`config.mk`:
```
export PLATFORM = sky130hd
export DESIGN_NAME = rx_hdr_filter
export DESIGN_NICKNAME = d
export VERILOG_FILES = /design/src/rtl/fh_pkg.sv /design/src/rtl/rx_hdr_ctrl.sv /design/src/rtl/rx_hdr_path.sv /design/src/rtl/rx_hdr_filter.sv
export SDC_FILE = /design/constraint.sdc
export NUM_CORES = 1
export LEC_CHECK = 0
export BUFFER_PORTS_ARGS = -buffer_cell sky130_fd_sc_hd__buf_4
export CORE_MARGIN = 4
export CORE_UTILIZATION = 60
export DETAILED_ROUTE_END_ITERATION = 12
export PLACE_DENSITY_LB_ADDON = 0.1
export SLEW_MARGIN = 20
export SYNTH_ARGS = -nofsm -noshare
export SYNTH_HDL_FRONTEND = slang
export SYNTH_SLANG_ARGS = --single-unit
```
`constraint.sdc`:
```
create_clock -name clk -period 12.2 [get_ports clk]
set_input_delay 2.44 -clock clk [delete_from_list [all_inputs] [get_ports clk]]
set_output_delay 2.44 -clock clk [all_outputs]
set_load 0.01 [all_outputs]
```
`src/rtl/fh_pkg.sv`:
```
`timescale 1ns/1ps
package fh_pkg;
  // strobes from control to datapath
  typedef struct packed {
    logic startFrame;
    logic takeByte;
    logic judge;
  } fhStrobe_t;

  typedef enum logic [1:0] {
    FH_NONE = 2'b00,
    FH_ARP  = 2'b01,
    FH_TCP  = 2'b10
  } fhClass_e;

  localparam logic [15:0] TYPE_IPV4 = 16'h0800;
  localparam logic [15:0] TYPE_ARP  = 16'h0806;
  localparam int IP_START  = 14;
  localparam int PSEUDO_START = 26;
  localparam int TCP_START = 34;
  localparam int ARP_MIN_BYTES = 42;
endpackage

```
`src/rtl/rx_hdr_ctrl.sv`:
```
`timescale 1ns/1ps
module rx_hdr_ctrl
  import fh_pkg::*;
#(
  parameter int GAP_CYCLES = 3
) (
  input  logic      clk,
  input  logic      rstN,
  input  logic      inValid,
  input  logic      inSop,
  input  logic      inEop,
  output logic      outReady,
  output fhStrobe_t strobe
);
  localparam int CW = (GAP_CYCLES > 2) ? $clog2(GAP_CYCLES - 1) : 1;

  typedef enum logic [1:0] {ST_IDLE, ST_FRAME, ST_JUDGE, ST_GAP} ctrlState_e;

  ctrlState_e state;
  logic [CW-1:0] gapCnt;
  logic beat;

  assign outReady = (state == ST_IDLE) || (state == ST_FRAME);
  assign beat     = inValid && outReady;

  always_comb begin
    strobe.startFrame = beat && inSop;
    strobe.takeByte   = beat && (inSop || (state == ST_FRAME));
    strobe.judge      = (state == ST_JUDGE);
  end

  always_ff @(posedge clk) begin
    if (!rstN) begin
      state  <= ST_IDLE;
      gapCnt <= '0;
    end else begin
      case (state)
        ST_IDLE, ST_FRAME: begin
          if (strobe.takeByte && inEop) state <= ST_JUDGE;
          else if (strobe.startFrame)  state <= ST_FRAME;
        end
        ST_JUDGE: begin
          state  <= ST_GAP;
          gapCnt <= CW'(GAP_CYCLES - 2);
        end
        default: begin
          if (gapCnt == '0) state <= ST_IDLE;
          else gapCnt <= gapCnt - 1'b1;
        end
      endcase
    end
  end
endmodule

```
`src/rtl/rx_hdr_path.sv`:
```
`timescale 1ns/1ps
module rx_hdr_path
  import fh_pkg::*;
#(
  parameter int WIN_W = 16,
  parameter int ACC_W = 32,
  parameter int CNT_W = 16
) (
  input  logic             clk,
  input  logic             rstN,
  input  fhStrobe_t        strobe,
  input  logic [7:0]       inData,
  input  logic             inEop,
  input  logic             inError,
  input  logic [47:0]      localMac,
  input  logic [31:0]      localIp,
  input  logic [31:0]      remoteIp,
  input  logic [15:0]      localPort,
  input  logic [15:0]      remotePort,
  input  logic [31:0]      rxNextSeq,
  input  logic [WIN_W-1:0] rxWinSize,
  input  logic [31:0]      ackLow,
  input  logic [31:0]      ackHigh,
  output logic             verdictValid,
  output logic             verdictAccept,
  output fhClass_e         verdictClass
);
  logic [CNT_W-1:0] offset, curOff;
  logic [47:0] macReg;
  logic [15:0] etherType, totalLen, word20, srcPort, dstPort;
  logic [7:0]  verIhl, proto;
  logic [31:0] srcIp, dstIp, seqReg, ackReg;
  logic [3:0]  dataOff;
  logic        errFlag;
  logic [ACC_W-1:0] ipAcc, tcpAcc, wordVal;
  logic [CNT_W:0] tcpEnd;
  logic inIpSum, inTcpSum;

  function automatic logic [15:0] fold(input logic [ACC_W-1:0] a);
    logic [ACC_W:0] s;
    s = {1'b0, a};
    for (int i = 0; i < 3; i++) s = {{(ACC_W-15){1'b0}}, s[15:0]} + (s >> 16);
    return s[15:0];
  endfunction

  assign curOff   = strobe.startFrame ? '0 : offset;
  assign tcpEnd   = (CNT_W+1)'(IP_START) + (CNT_W+1)'(totalLen);
  assign inIpSum  = (curOff >= CNT_W'(IP_START)) && (curOff < CNT_W'(TCP_START));
  assign inTcpSum = (curOff >= CNT_W'(PSEUDO_START)) && ({1'b0, curOff} < tcpEnd);
  // even offsets carry the high byte of a 16-bit word
  assign wordVal  = curOff[0] ? ACC_W'(inData) : ACC_W'({inData, 8'h00});

  // field capture and running sums
  always_ff @(posedge clk) begin
    if (!rstN) begin
      offset <= '0;
      ipAcc  <= '0;
      tcpAcc <= '0;
      errFlag <= 1'b0;
      macReg <= '0; etherType <= '0; totalLen <= '0; word20 <= '0;
      verIhl <= '0; proto <= '0; srcIp <= '0; dstIp <= '0;
      srcPort <= '0; dstPort <= '0; seqReg <= '0; ackReg <= '0; dataOff <= '0;
    end else if (strobe.takeByte) begin
      offset  <= (curOff == '1) ? curOff : curOff + CNT_W'(1);
      errFlag <= inEop && inError;
      if (strobe.startFrame) ipAcc <= '0;
      else if (inIpSum) ipAcc <= ipAcc + wordVal;
      if (strobe.startFrame) tcpAcc <= '0;
      else if (inTcpSum) tcpAcc <= tcpAcc + wordVal;
      if (curOff < CNT_W'(6))                             macReg    <= {macReg[39:0], inData};
      if (curOff == CNT_W'(12) || curOff == CNT_W'(13))   etherType <= {etherType[7:0], inData};
      if (curOff == CNT_W'(14))                           verIhl    <= inData;
      if (curOff == CNT_W'(16) || curOff == CNT_W'(17))   totalLen  <= {totalLen[7:0], inData};
      if (curOff == CNT_W'(20) || curOff == CNT_W'(21))   word20    <= {word20[7:0], inData};
      if (curOff == CNT_W'(23))                           proto     <= inData;
      if (curOff >= CNT_W'(26) && curOff < CNT_W'(30))    srcIp     <= {srcIp[23:0], inData};
      if (curOff >= CNT_W'(30) && curOff < CNT_W'(34))    dstIp     <= {dstIp[23:0], inData};
      if (curOff == CNT_W'(34) || curOff == CNT_W'(35))   srcPort   <= {srcPort[7:0], inData};
      if (curOff == CNT_W'(36) || curOff == CNT_W'(37))   dstPort   <= {dstPort[7:0], inData};
      if (curOff >= CNT_W'(38) && curOff < CNT_W'(42))    seqReg    <= {seqReg[23:0], inData};
      if (curOff >= CNT_W'(42) && curOff < CNT_W'(46))    ackReg    <= {ackReg[23:0], inData};
      if (curOff == CNT_W'(46))                           dataOff   <= inData[7:4];
    end
  end

  // verdict evaluation
  logic isArp, isTcp, macLocal, macBcast, arpOk, tcpOk;
  logic ipSumOk, tcpSumOk, seqOk, ackOk, lenOk, addrOk;
  logic [15:0] tcpLen;
  logic [5:0]  hdrBytes;

  always_comb begin
    isArp    = (etherType == TYPE_ARP);
    isTcp    = (etherType == TYPE_IPV4) && (proto == 8'd6);
    macLocal = (macReg == localMac);
    macBcast = (macReg == '1);
    tcpLen   = totalLen - 16'd20;
    hdrBytes = {dataOff, 2'b00};
    ipSumOk  = (fold(ipAcc) == 16'hFFFF);
    tcpSumOk = (fold(tcpAcc + ACC_W'(6) + ACC_W'(tcpLen)) == 16'hFFFF);
    seqOk    = ((seqReg - rxNextSeq) < 32'(rxWinSize));
    ackOk    = ((ackReg - ackLow) <= (ackHigh - ackLow));
    lenOk    = (dataOff >= 4'd5)
            && ({1'b0, totalLen} >= 17'd20 + 17'(hdrBytes))
            && ({1'b0, offset} >= tcpEnd);
    addrOk   = macLocal && (srcIp == remoteIp) && (dstIp == localIp)
            && (srcPort == remotePort) && (dstPort == localPort);
    tcpOk    = isTcp && addrOk && lenOk && (verIhl == 8'h45)
            && ((word20 & 16'h3FFF) == 16'h0000)
            && ipSumOk && tcpSumOk && seqOk && ackOk;
    arpOk    = isArp && (macLocal || macBcast)
            && (word20 == 16'd1 || word20 == 16'd2)
            && (seqReg == localIp)
            && (offset >= CNT_W'(ARP_MIN_BYTES));
  end

  always_ff @(posedge clk) begin
    if (!rstN) begin
      verdictValid  <= 1'b0;
      verdictAccept <= 1'b0;
      verdictClass  <= FH_NONE;
    end else begin
      verdictValid <= strobe.judge;
      if (strobe.judge) begin
        verdictAccept <= !errFlag && (arpOk || tcpOk);
        if (errFlag)    verdictClass <= FH_NONE;
        else if (arpOk) verdictClass <= FH_ARP;
        else if (tcpOk) verdictClass <= FH_TCP;
        else            verdictClass <= FH_NONE;
      end
    end
  end
endmodule

```
`src/rtl/rx_hdr_filter.sv`:
```
`timescale 1ns/1ps
module rx_hdr_filter
  import fh_pkg::*;
#(
  parameter int WIN_W      = 16,
  parameter int ACC_W      = 32,
  parameter int CNT_W      = 16,
  parameter int GAP_CYCLES = 3
) (
  input  logic             clk,
  input  logic             rstN,
  input  logic [7:0]       inData,
  input  logic             inValid,
  input  logic             inSop,
  input  logic             inEop,
  input  logic             inError,
  output logic             outReady,
  input  logic [47:0]      localMac,
  input  logic [31:0]      localIp,
  input  logic [31:0]      remoteIp,
  input  logic [15:0]      localPort,
  input  logic [15:0]      remotePort,
  input  logic [31:0]      rxNextSeq,
  input  logic [WIN_W-1:0] rxWinSize,
  input  logic [31:0]      ackLow,
  input  logic [31:0]      ackHigh,
  output logic             verdictValid,
  output logic             verdictAccept,
  output logic [1:0]       verdictClass
);
  fhStrobe_t strobe;
  fhClass_e  cls;

  rx_hdr_ctrl #(.GAP_CYCLES(GAP_CYCLES)) u_ctrl (
    .clk(clk), .rstN(rstN), .inValid(inValid), .inSop(inSop), .inEop(inEop),
    .outReady(outReady), .strobe(strobe)
  );

  rx_hdr_path #(.WIN_W(WIN_W), .ACC_W(ACC_W), .CNT_W(CNT_W)) u_path (
    .clk(clk), .rstN(rstN), .strobe(strobe), .inData(inData), .inEop(inEop),
    .inError(inError), .localMac(localMac), .localIp(localIp), .remoteIp(remoteIp),
    .localPort(localPort), .remotePort(remotePort), .rxNextSeq(rxNextSeq),
    .rxWinSize(rxWinSize), .ackLow(ackLow), .ackHigh(ackHigh),
    .verdictValid(verdictValid), .verdictAccept(verdictAccept), .verdictClass(cls)
  );

  assign verdictClass = cls;
endmodule

```
# Word-level counts from Yosys, hierarchy flattened
# Cells that the tools add are included.
classes:
  n_mux: 16
  eq_ne: 33
  order_cmp: 17
  n_reduce_logical: 63
  add_sub_neg: 18
ops:
  columns: ["op", "count"]
  rows:
  - ["32-bit two-way mux", 4]
  - ["32-bit equality test", 3]
  - ["32-bit subtractor", 3]
  - ["16-bit by 5-bit equality test with 1-bit output, second input constant", 5]
  - ["16-bit by 6-bit equality test with 1-bit output, second input constant", 5]
  - ["32-bit adder", 2]
  - ["16-bit equality test, second input constant", 3]
  - ["16-bit by 4-bit equality test with 1-bit output, second input constant", 3]
  - ["48-bit equality test", 1]
  - ["48-bit equality test, second input constant", 1]
  - ["16-bit by 6-bit greater-or-equal comparator with 1-bit output, second input constant", 3]
  - ["16-bit by 6-bit less-than comparator with 1-bit output, second input constant", 3]
  - ["16-bit two-way mux", 3]
  - ["16-bit by 17-bit adder with 18-bit output", 2]
  - ["16-bit by 16-bit adder with 17-bit output", 2]
  - ["16-bit by 17-bit greater-or-equal comparator with 1-bit output", 2]
  - ["16-bit adder", 2]
  - ["32-bit by 16-bit adder with 32-bit output", 1]
  - ["32-bit by 3-bit adder with 32-bit output, second input constant", 1]
  - ["16-bit by 12-bit equality test with 1-bit output, second input constant", 2]
  - ["16-bit equality test", 2]
  - ["16-bit by 5-bit greater-or-equal comparator with 1-bit output, second input constant", 2]
  - ["32-bit less-or-equal comparator", 1]
  - ["32-bit by 16-bit less-than comparator with 1-bit output", 1]
  - ["other kinds (30)", 90]
totals:
  word_cells: 169
  input_bits: 270
  output_inout_bits: 5
  reg_bits: 364

# Depth between registers and ports, before layout
# Gate-level depths: netlist of run 1.
depth:
  depth_word: 16
  ltp_mapped: 46

# By module
# Synthesis of run 1 repeated with hierarchy kept, for this count alone.
unflattened:
  hier_cells: 3572
  area_unflattened_um2: 29076.6
modules_own_cells:
  columns: ["mod", "cells_each", "n_inst", "seq_area_each_um2", "area_each_um2"]
  rows:
  - ["rx_hdr_path", 3553, 1, 7226.9, 28920.2]
  - ["rx_hdr_ctrl", 19, 1, 60.1, 156.4]

# Least setup slack after synthesis of run 1
# OpenSTA, ideal clock, no wires.
synth_timing:
  path_type: "register to register"
  start: "register u_path.totalLen[3]"
  end: "register u_path.verdictAccept"
  t_required_ns: 12.126
  period_less_slack_ns: 9.121
  slack_ns: 3.079
  t_arrival_ns: 9.047
  stages_incl_launch_ff: 46
  path_cell_list: "dfxtp_1 -> inv_1 -> ha_1 -> inv_1 -> ha_1 -> ha_1 -> a21o_1 -> a21oi_1 -> o21bai_1 -> a21oi_1 -> o21bai_1 -> a21oi_1 -> o21bai_1 -> a2111oi_0 -> o311ai_0 -> a21oi_1 -> nor2_1 -> xor2_1 -> [... 10 more ...] -> ha_1 -> ha_1 -> buf_6 -> nand3_1 -> nor4_1 -> nand2_1 -> nor2_1 -> ha_1 -> ha_1 -> or4bb_1 -> nor4_1 -> nand4_1 -> or4_1 -> a2111oi_0 -> nand4_1 -> nor4b_1 -> nand4_1 -> o21ai_0"
synth_via:
  elab_chain_len: 12
  elab_cells_between_ends: 20
  classes_between: "add/sub: 6; order compare: 2; eq/ne: 1; reduce/logical: 11"
synth_lines:
  columns: ["item", "line_no", "rtl"]
  rows:
  - ["start, declared", "rx_hdr_path.sv:30", "logic [15:0] etherType, totalLen, word20, srcPort, dstPort;"]
  - ["start signal, assigned", "rx_hdr_path.sv:73", "if (curOff == CNT_W'(16) || curOff == CNT_W'(17)) totalLen <= {totalLen[7:0], inData};"]
  - ["branches (longest 7 deep; another with 32-bit by 16-bit adder with 32-bit output)", null, null]
  - ["1-bit logical AND (*) (3 in a row)", "rx_hdr_path.sv:110", "&& ipSumOk && tcpSumOk && seqOk && ackOk;"]
  - ["1-bit logical OR (*)", "rx_hdr_path.sv:125", "verdictAccept <= !errFlag && (arpOk || tcpOk);"]
  - ["1-bit logical AND (*)", "rx_hdr_path.sv:125", null]
  - ["end signal, assigned", "rx_hdr_path.sv:125", null]
  - ["end, declared", "rx_hdr_path.sv:25", "output logic verdictAccept,"]
# Every way passes the cells marked *.
# A chain may end at the register's enable or synchronous reset.

# Worst setup path in the final report of run 1
layout_timing:
  start: "register u_path.totalLen[1]"
  end: "register u_path.verdictAccept"
# Same word-level chain as after synthesis.

==> out/results.txt, run 1 <==
# nets final: 4474
Hpwl dp: 67800 um
Clock-pin transition on the worst setup and hold timing paths: 0.06 ns
Post-synth EDFFs: 0
Clock Skew: 0.0172 ns
Part of the cycle the worst path needs: 0.902
Critical path startpoint category: flip-flop
FF-to-FF path depth: 43
DRC viols: 0
Final hold violations: 0
Number of synthesized register bits: 364
Setup TNS: 0 ns
Worst-Skew Late Latency: 0.58 ns
Total gr overflow: 0
Unique masters post-synth: 97
Finish-stage setup viols: 0
Ys flop type: dfxtp_1
Die ar.: 51800 um2
CP arrival: 11.50 ns
HP Class: flip-flop to flip-flop
First-pass GRT wire length: 137000 um
Drt wl/cell: 19.4 um
Hold depth: 2
CTS Hold Buffers Added: 0
RSZ-0062 raised after global routing: no
Pleak: 14.3 nW
Cell row count: 80
Min cycle time layout: 11.00 ns
Main area contributors after synthesis: dfxtp_1, ha_1, xnor2_1
WP data required: 12.70 ns
Pwr/cell area: 90.2 nW/um2
PostCTS Resize Cnt: 0
Core area: 47700 um2
Synthesis-to-layout area growth: 13.3%
WS Path Type: flip-flop to flip-flop
Clock buffer depth: 3
Largest net degree at the start of global routing: 113
Max Fclk: 90.9 MHz
Final Wtd Congestion: 0.985
Worst vdd ir: 0.0905 mV
Die height: 228 um
CTS tree: built
Antenna violations before repair: 3
FFs w/ async S/R, synth: 0
Detail Route Antenna Nets: 0
Leading cell types in the layout, fill and taps excluded: nand2_1, nor2_1, dfxtp_1
Commonest non-fill, non-tap cell in the layout: nand2_1
Number of clock sinks: 364
CTS root buf: clkbuf_16
Slew Viols, Final: 0
Post-Syn Area: 28900 um2
DIE WIDTH: 228 um
Status: completed
I/O pin cnt: 275
Area post-placement: 31300 um2
Slew @ Worst Pin: 1.14 ns
Share of the synthesized area in the top cell type: 0.252
Mapped Nets: 4286
Top cell by count, worst path: ha_1
Slew HR: 0.237
Finished Cell Area: 32800 um2
YS warnings: 0
H-Tree Level Count: 2
Vias in the first global route: 25657
Max Fanout on Critical Path: 10
CP endpoint kind: flip-flop
Vias per cell: 6.09
Total Wirelength: 88300 um
TritonRoute pass-1 iters: 5
Initial DRC count: 2618
Share of cells above drive strength 1: 0.106
Setup Buffers After CTS: 0
Max cap viols: 0
Via count: 27738
Sequential element share of the synthesized area: 0.252
Total track usage: 0.327
Largest area contributor in the netlist: dfxtp_1
IO Port Bufs: 274
Clock buffer count from CTS: 41
Max incr delay on CP: 0.72 ns
Syn Inst Count: 3721
CP max-delay cell: a21oi_1
Initial core utilization: 0.606
Avg Inst Size Synth: 7.77 um2
stage by stage:
step / hold slack, ns / setup WS [ns] / util / power [W] / cells
4_1_cts: 0.454 / 1.37 / 0.686 / 0.00296 / 4553
2_1_floorplan: 0.432 / 3.08 / - / 0.00147 / 3721
3_5_place_dp: 0.448 / 1.45 / 0.656 / 0.00163 / 4480
6_report: 0.461 / 1.20 / 0.686 / 0.00296 / 4555
3_3_place_gp: 0.440 / 1.69 / 0.656 / 0.00163 / 4480
5_1_grt: 0.481 / 0.275 / 0.686 / 0.00305 / 4554
power breakdown:
part	internal, W	switching, W
logic	0.000178	0.000234
registers	0.00119	0.00000683
clock network	0.000804	0.000540
total	0.00217	0.000781
worst paths after layout:
path                                          from                    to  slack, ns
worst max-delay path            u_path.totalLen[1]  u_path.verdictAccept       1.20
worst min-delay path              u_path.srcIp[25]      u_path.srcIp[25]       0.46
worst max register to register  u_path.totalLen[1]  u_path.verdictAccept       1.20
worst min register to register    u_path.srcIp[25]      u_path.srcIp[25]       0.46
flip-flops by register name, indices dropped and copies added (netlist names), 16 cells and up:
name / cells
u_path.ackReg: 32
u_path.offset: 16
u_path.ipAcc: 32
u_path.word20: 16
u_path.seqReg: 32
u_path.etherType: 16
u_path.totalLen: 16
u_path.srcPort: 16
u_path.srcIp: 32
u_path.dstIp: 32
u_path.tcpAcc: 32
u_path.dstPort: 16
u_path.macReg: 48
worst max-delay path, delay by kind of cell, from the launching register on:
family                     cells  cell delay, ns
and+or+nand+nor               13            3.09
buffers and inverters          2            0.15
xor gates and xnor gates       1            0.18
AOI/OAI and AO/OA             19            4.73
DFF                            1            0.46
adders and majority gates      8            2.32
routing by layer:
layer | up-vias | GRT usage | part of all wire | wire (um)
met5 | - | 0 | 0.00038 | 34
met4 | 4 | 0.120 | 0.039 | 3480
met3 | 209 | 0.0525 | 0.077 | 6830
met2 | 1086 | 0.523 | 0.45 | 39400
met1 | 12897 | 0.448 | 0.44 | 38600
li1 | 13542 | - | - | -
cell type report:
type / count / area, um2
Sequential cell: 364 / 7290
Antenna cell: 1 / 2.50
Tap cell: 615 / 769
Multi-Input combinational cell: 2993 / 20300
Clock inverter: 19 / 282
Timing Repair Buffer: 290 / 2180
Inverter: 219 / 830
Clock buffer: 54 / 1170
Fill cell: 4124 / 15000
kinds of logic after synthesis:
kind of cell               Yosys count  share of synthesized area
muxes                              168                     0.0581
xor gates and xnor gates           367                      0.111
buffers and inverters              364                     0.0494
and+or+nand+nor                   1328                      0.217
adders and majority gates          295                      0.130
AOI/OAI and AO/OA                  835                      0.182
DFF                                364                      0.252
synth_stat cells, drive strengths merged, types with 8 or more instances:
cell / n
nor2b: 25
o31ai: 14
and4: 9
o211ai: 18
or3: 40
xor2: 143
a211oi: 34
nor3: 71
nor4: 51
nor3b: 10
o21a: 22
a2111oi: 17
inv: 219
ha: 287
a31oi: 26
a21oi: 343
clkbuf: 133
a21o: 67
o2111ai: 12
nand2b: 22
xnor2: 224
buf: 12
fa: 8
nand4: 81
or2: 20
and2: 32
mux2i: 168
nor2: 372
and3: 43
o22ai: 20
dfxtp: 364
nand2: 428
o21bai: 32
nand3: 82
a221oi: 9
a22oi: 10
o21ai: 123
Power figures use the tool's default switching activity.
==> run 2, diff against run 1 <==
--- a/config.mk
+++ b/config.mk
@@ -13,4 +13,5 @@
 export SLEW_MARGIN = 20
 export SYNTH_ARGS = -nofsm -noshare
 export SYNTH_HDL_FRONTEND = slang
+export SYNTH_HIERARCHICAL = 1
 export SYNTH_SLANG_ARGS = --single-unit
==> out/results.txt, run 2 <==
Status: completed
Area post-placement: 31500 um2 (+0.71%)
Reg2Reg Capture Point: u_path/verdictAccept
First-pass GRT wire length: 141000 um (+3.4%)
Sequential element share of the synthesized area: 0.251 (-0.00131)
CP endpoint kind: flip-flop
WS Path Type: flip-flop to flip-flop
Number of synthesized register bits: 364 (unchanged)
CTS tree: built
Post-synth EDFFs: 0 (unchanged)
Max cap viols: 0 (unchanged)
Leading cell types in the layout, fill and taps excluded: nand2_1, dfxtp_1, ha_1
IO Port Bufs: 274 (unchanged)
Top cell by count, worst path: ha_1
Critical path startpoint category: flip-flop
Number of clock sinks: 364 (unchanged)
Finished Cell Area: 33100 um2 (+1.0%)
Share of the synthesized area in the top cell type: 0.251 (-0.00131)
RSZ-0062 raised after global routing: no
Clock buffer count from CTS: 42 (+2.4%)
Finish-stage setup viols: 0 (unchanged)
Slew @ Worst Pin: 1.14 ns (+0.00737 ns)
Worst-Skew Late Latency: 0.59 ns (about the same)
YS warnings: 6 (+6)
Ys flop type: dfxtp_1
CTS Hold Buffers Added: 0 (unchanged)
CTS root buf: clkbuf_16
FF-to-FF path depth: 48 (+12%)
Mapped Nets: 4139 (-3.4%)
DIE WIDTH: 228 um (+0.25%)
Unique masters post-synth: 99 (+2.1%)
Detail Route Antenna Nets: 0 (unchanged)
Die height: 228 um (+0.25%)
Initial DRC count: 2142 (-18%)
FFs w/ async S/R, synth: 0 (unchanged)
Commonest non-fill, non-tap cell in the layout: nand2_1
Syn Inst Count: 3572 (-4.0%)
Clock buffer depth: 3 (unchanged)
Total track usage: 0.331 (+0.00442)
Slew Viols, Final: 0 (unchanged)
Largest net degree at the start of global routing: 111 (-1.8%)
CP arrival: 11.44 ns (-0.06 ns)
Final Util: 0.692 (+0.00573)
Cell row count: 80 (unchanged)
Area of the multi-input gates: 20600 um2 (+2.0%)
Vias in the first global route: 26428 (+3.0%)
Share of cells above drive strength 1: 0.112 (+0.00550)
Hpwl dp: 70000 um (+3.3%)
# diodes: 0 (-1)
Max Fclk: 91.7 MHz (+0.88%)
Clock-pin transition on the worst setup and hold timing paths: 0.06 ns (about the same)
Most common cell in the netlist: nand2_1
Max Fanout on Critical Path: 8 (-2)
Largest area contributor in the netlist: dfxtp_1
Vias per cell: 6.08 (-0.17%)
Final Wtd Congestion: 0.991 (+0.60%)
Via count: 26889 (-3.1%)
Crit path from: u_path/totalLen[1]
Pleak: 14.3 nW (-0.16%)
Post-Syn Area: 29100 um2 (+0.52%)
TritonRoute pass-1 iters: 6 (+1)
Filler cells: 3875 (-6.0%)
Setup TNS: 0 ns (unchanged)
PostCTS Resize Cnt: 0 (unchanged)
Die ar.: 52000 um2 (+0.51%)
Total Wirelength: 90900 um (+2.9%)
Setup Buffers After CTS: 0 (unchanged)
Drt wl/cell: 20.5 um (+6.0%)
R2R Path Start: u_path/totalLen[1]
Antenna violations before repair: 1 (-2)
WP data required: 12.73 ns (+0.03 ns)
Clock Skew: 0.0487 ns (+0.0315 ns)
Core area: 47800 um2 (+0.21%)
Post-synth top cells: nand2_1, dfxtp_1, ha_1
Slew HR: 0.237 (about the same)
I/O pin cnt: 275 (unchanged)
Worst vdd ir: 0.0985 mV (+8.8%)
HP Class: flip-flop to flip-flop
Part of the cycle the worst path needs: 0.894 (-0.00791)
FF-to-FF setup slack: 1.30 ns (+0.10 ns)
Synthesis-to-layout area growth: 13.9%
# nets final: 4341 (-3.0%)
Min cycle time layout: 10.90 ns (-0.0965 ns)
CP Capture Point: u_path/verdictAccept
Main area contributors after synthesis: dfxtp_1, ha_1, xnor2_1
Reg with most FFs: u_path/macReg
Max incr delay on CP: 0.78 ns (+0.06 ns)
H-Tree Level Count: 2 (unchanged)
Final hold violations: 0 (unchanged)
FF+latch area: 7290 um2 (unchanged)
Avg Inst Size Synth: 8.14 um2 (+4.7%)
Pwr/cell area: 90.6 nW/um2 (+0.46%)
Max reg flops: 48 (unchanged)
Total gr overflow: 0 (unchanged)
Initial core utilization: 0.608 (+0.00190)
CP max-delay cell: nor4_2
DRC viols: 0 (unchanged)
## run 2: cells by family after synthesis
logic type                 count (synthesis)  share of synthesized area
and+or+nand+nor                         1324                      0.234
DFF                                      364                      0.251
AOI/OAI and AO/OA                        720                      0.171
xor gates and xnor gates                 385                      0.116
muxes                                    165                     0.0568
adders and majority gates                297                      0.130
buffers and inverters                    317                     0.0411
## run 2: layer usage
| layer | global-route usage | part of all wire | wire length [um] | vias up |
|---|---|---|---|---|
| met5 | 0 | 0.00013 | 12 | - |
| met4 | 0.128 | 0.043 | 3880 | 2 |
| met3 | 0.0482 | 0.071 | 6460 | 220 |
| met2 | 0.543 | 0.45 | 41300 | 1051 |
| met1 | 0.443 | 0.43 | 39200 | 12674 |
| li1 | - | - | - | 12942 |
## run 2: how the worst min path moves through the flow
stage,slack [ns],start,cells past startpoint,to
floorplan,0.44,u_path/errFlag,2,u_path/errFlag
global placement,0.46,u_path/errFlag,2,u_path/errFlag
detailed placement,0.47,u_path/errFlag,2,u_path/errFlag
CTS,0.47,u_path/errFlag,2,u_path/errFlag
global route,0.51,u_path/ackReg[29],2,u_path/ackReg[29]
finish,0.47,u_path/errFlag,2,u_path/errFlag
## run 2: cell type report
| class | count | area share |
|---|---|---|
| Clock buffer | 58 | 0.0363 |
| Clock inverter | 20 | 0.00986 |
| Inverter | 189 | 0.0214 |
| Multi-Input combinational cell | 2891 | 0.624 |
| Sequential cell | 364 | 0.220 |
| Tap cell | 615 | 0.0232 |
| Timing Repair Buffer | 286 | 0.0656 |
## run 2: critical path: cells and delay by family (launching register included)
kind / cells / cell delay (ns)
adder cells (fa/ha/maj): 8 / 2.32
AO/OA/AOI/OAI: 18 / 3.75
buffers and inverters: 4 / 0.41
AND/OR/NAND/NOR: 15 / 3.43
XOR/XNOR: 3 / 0.50
flip-flops: 1 / 0.44
## run 2: per-stage QoR
step / cells / hold slack, ns / total power (W) / worst slack, ns
3_3_place_gp: 4343 / 0.460 / 0.00163 / 1.74
5_1_grt: 4423 / 0.510 / 0.00311 / 0.316
2_1_floorplan: 3572 / 0.441 / 0.00148 / 2.95
4_1_cts: 4421 / 0.474 / 0.00301 / 1.38
6_report: 4423 / 0.473 / 0.00300 / 1.30
3_5_place_dp: 4343 / 0.465 / 0.00164 / 1.47
## run 2: report_power, final
part	internal, W	total, W	switching (W)
Clock	0.000826	0.00137	0.000546
Sequential	0.00119	0.00120	0.00000611
Combinational	0.000198	0.000428	0.000231
Total	0.00222	0.00300	0.000783
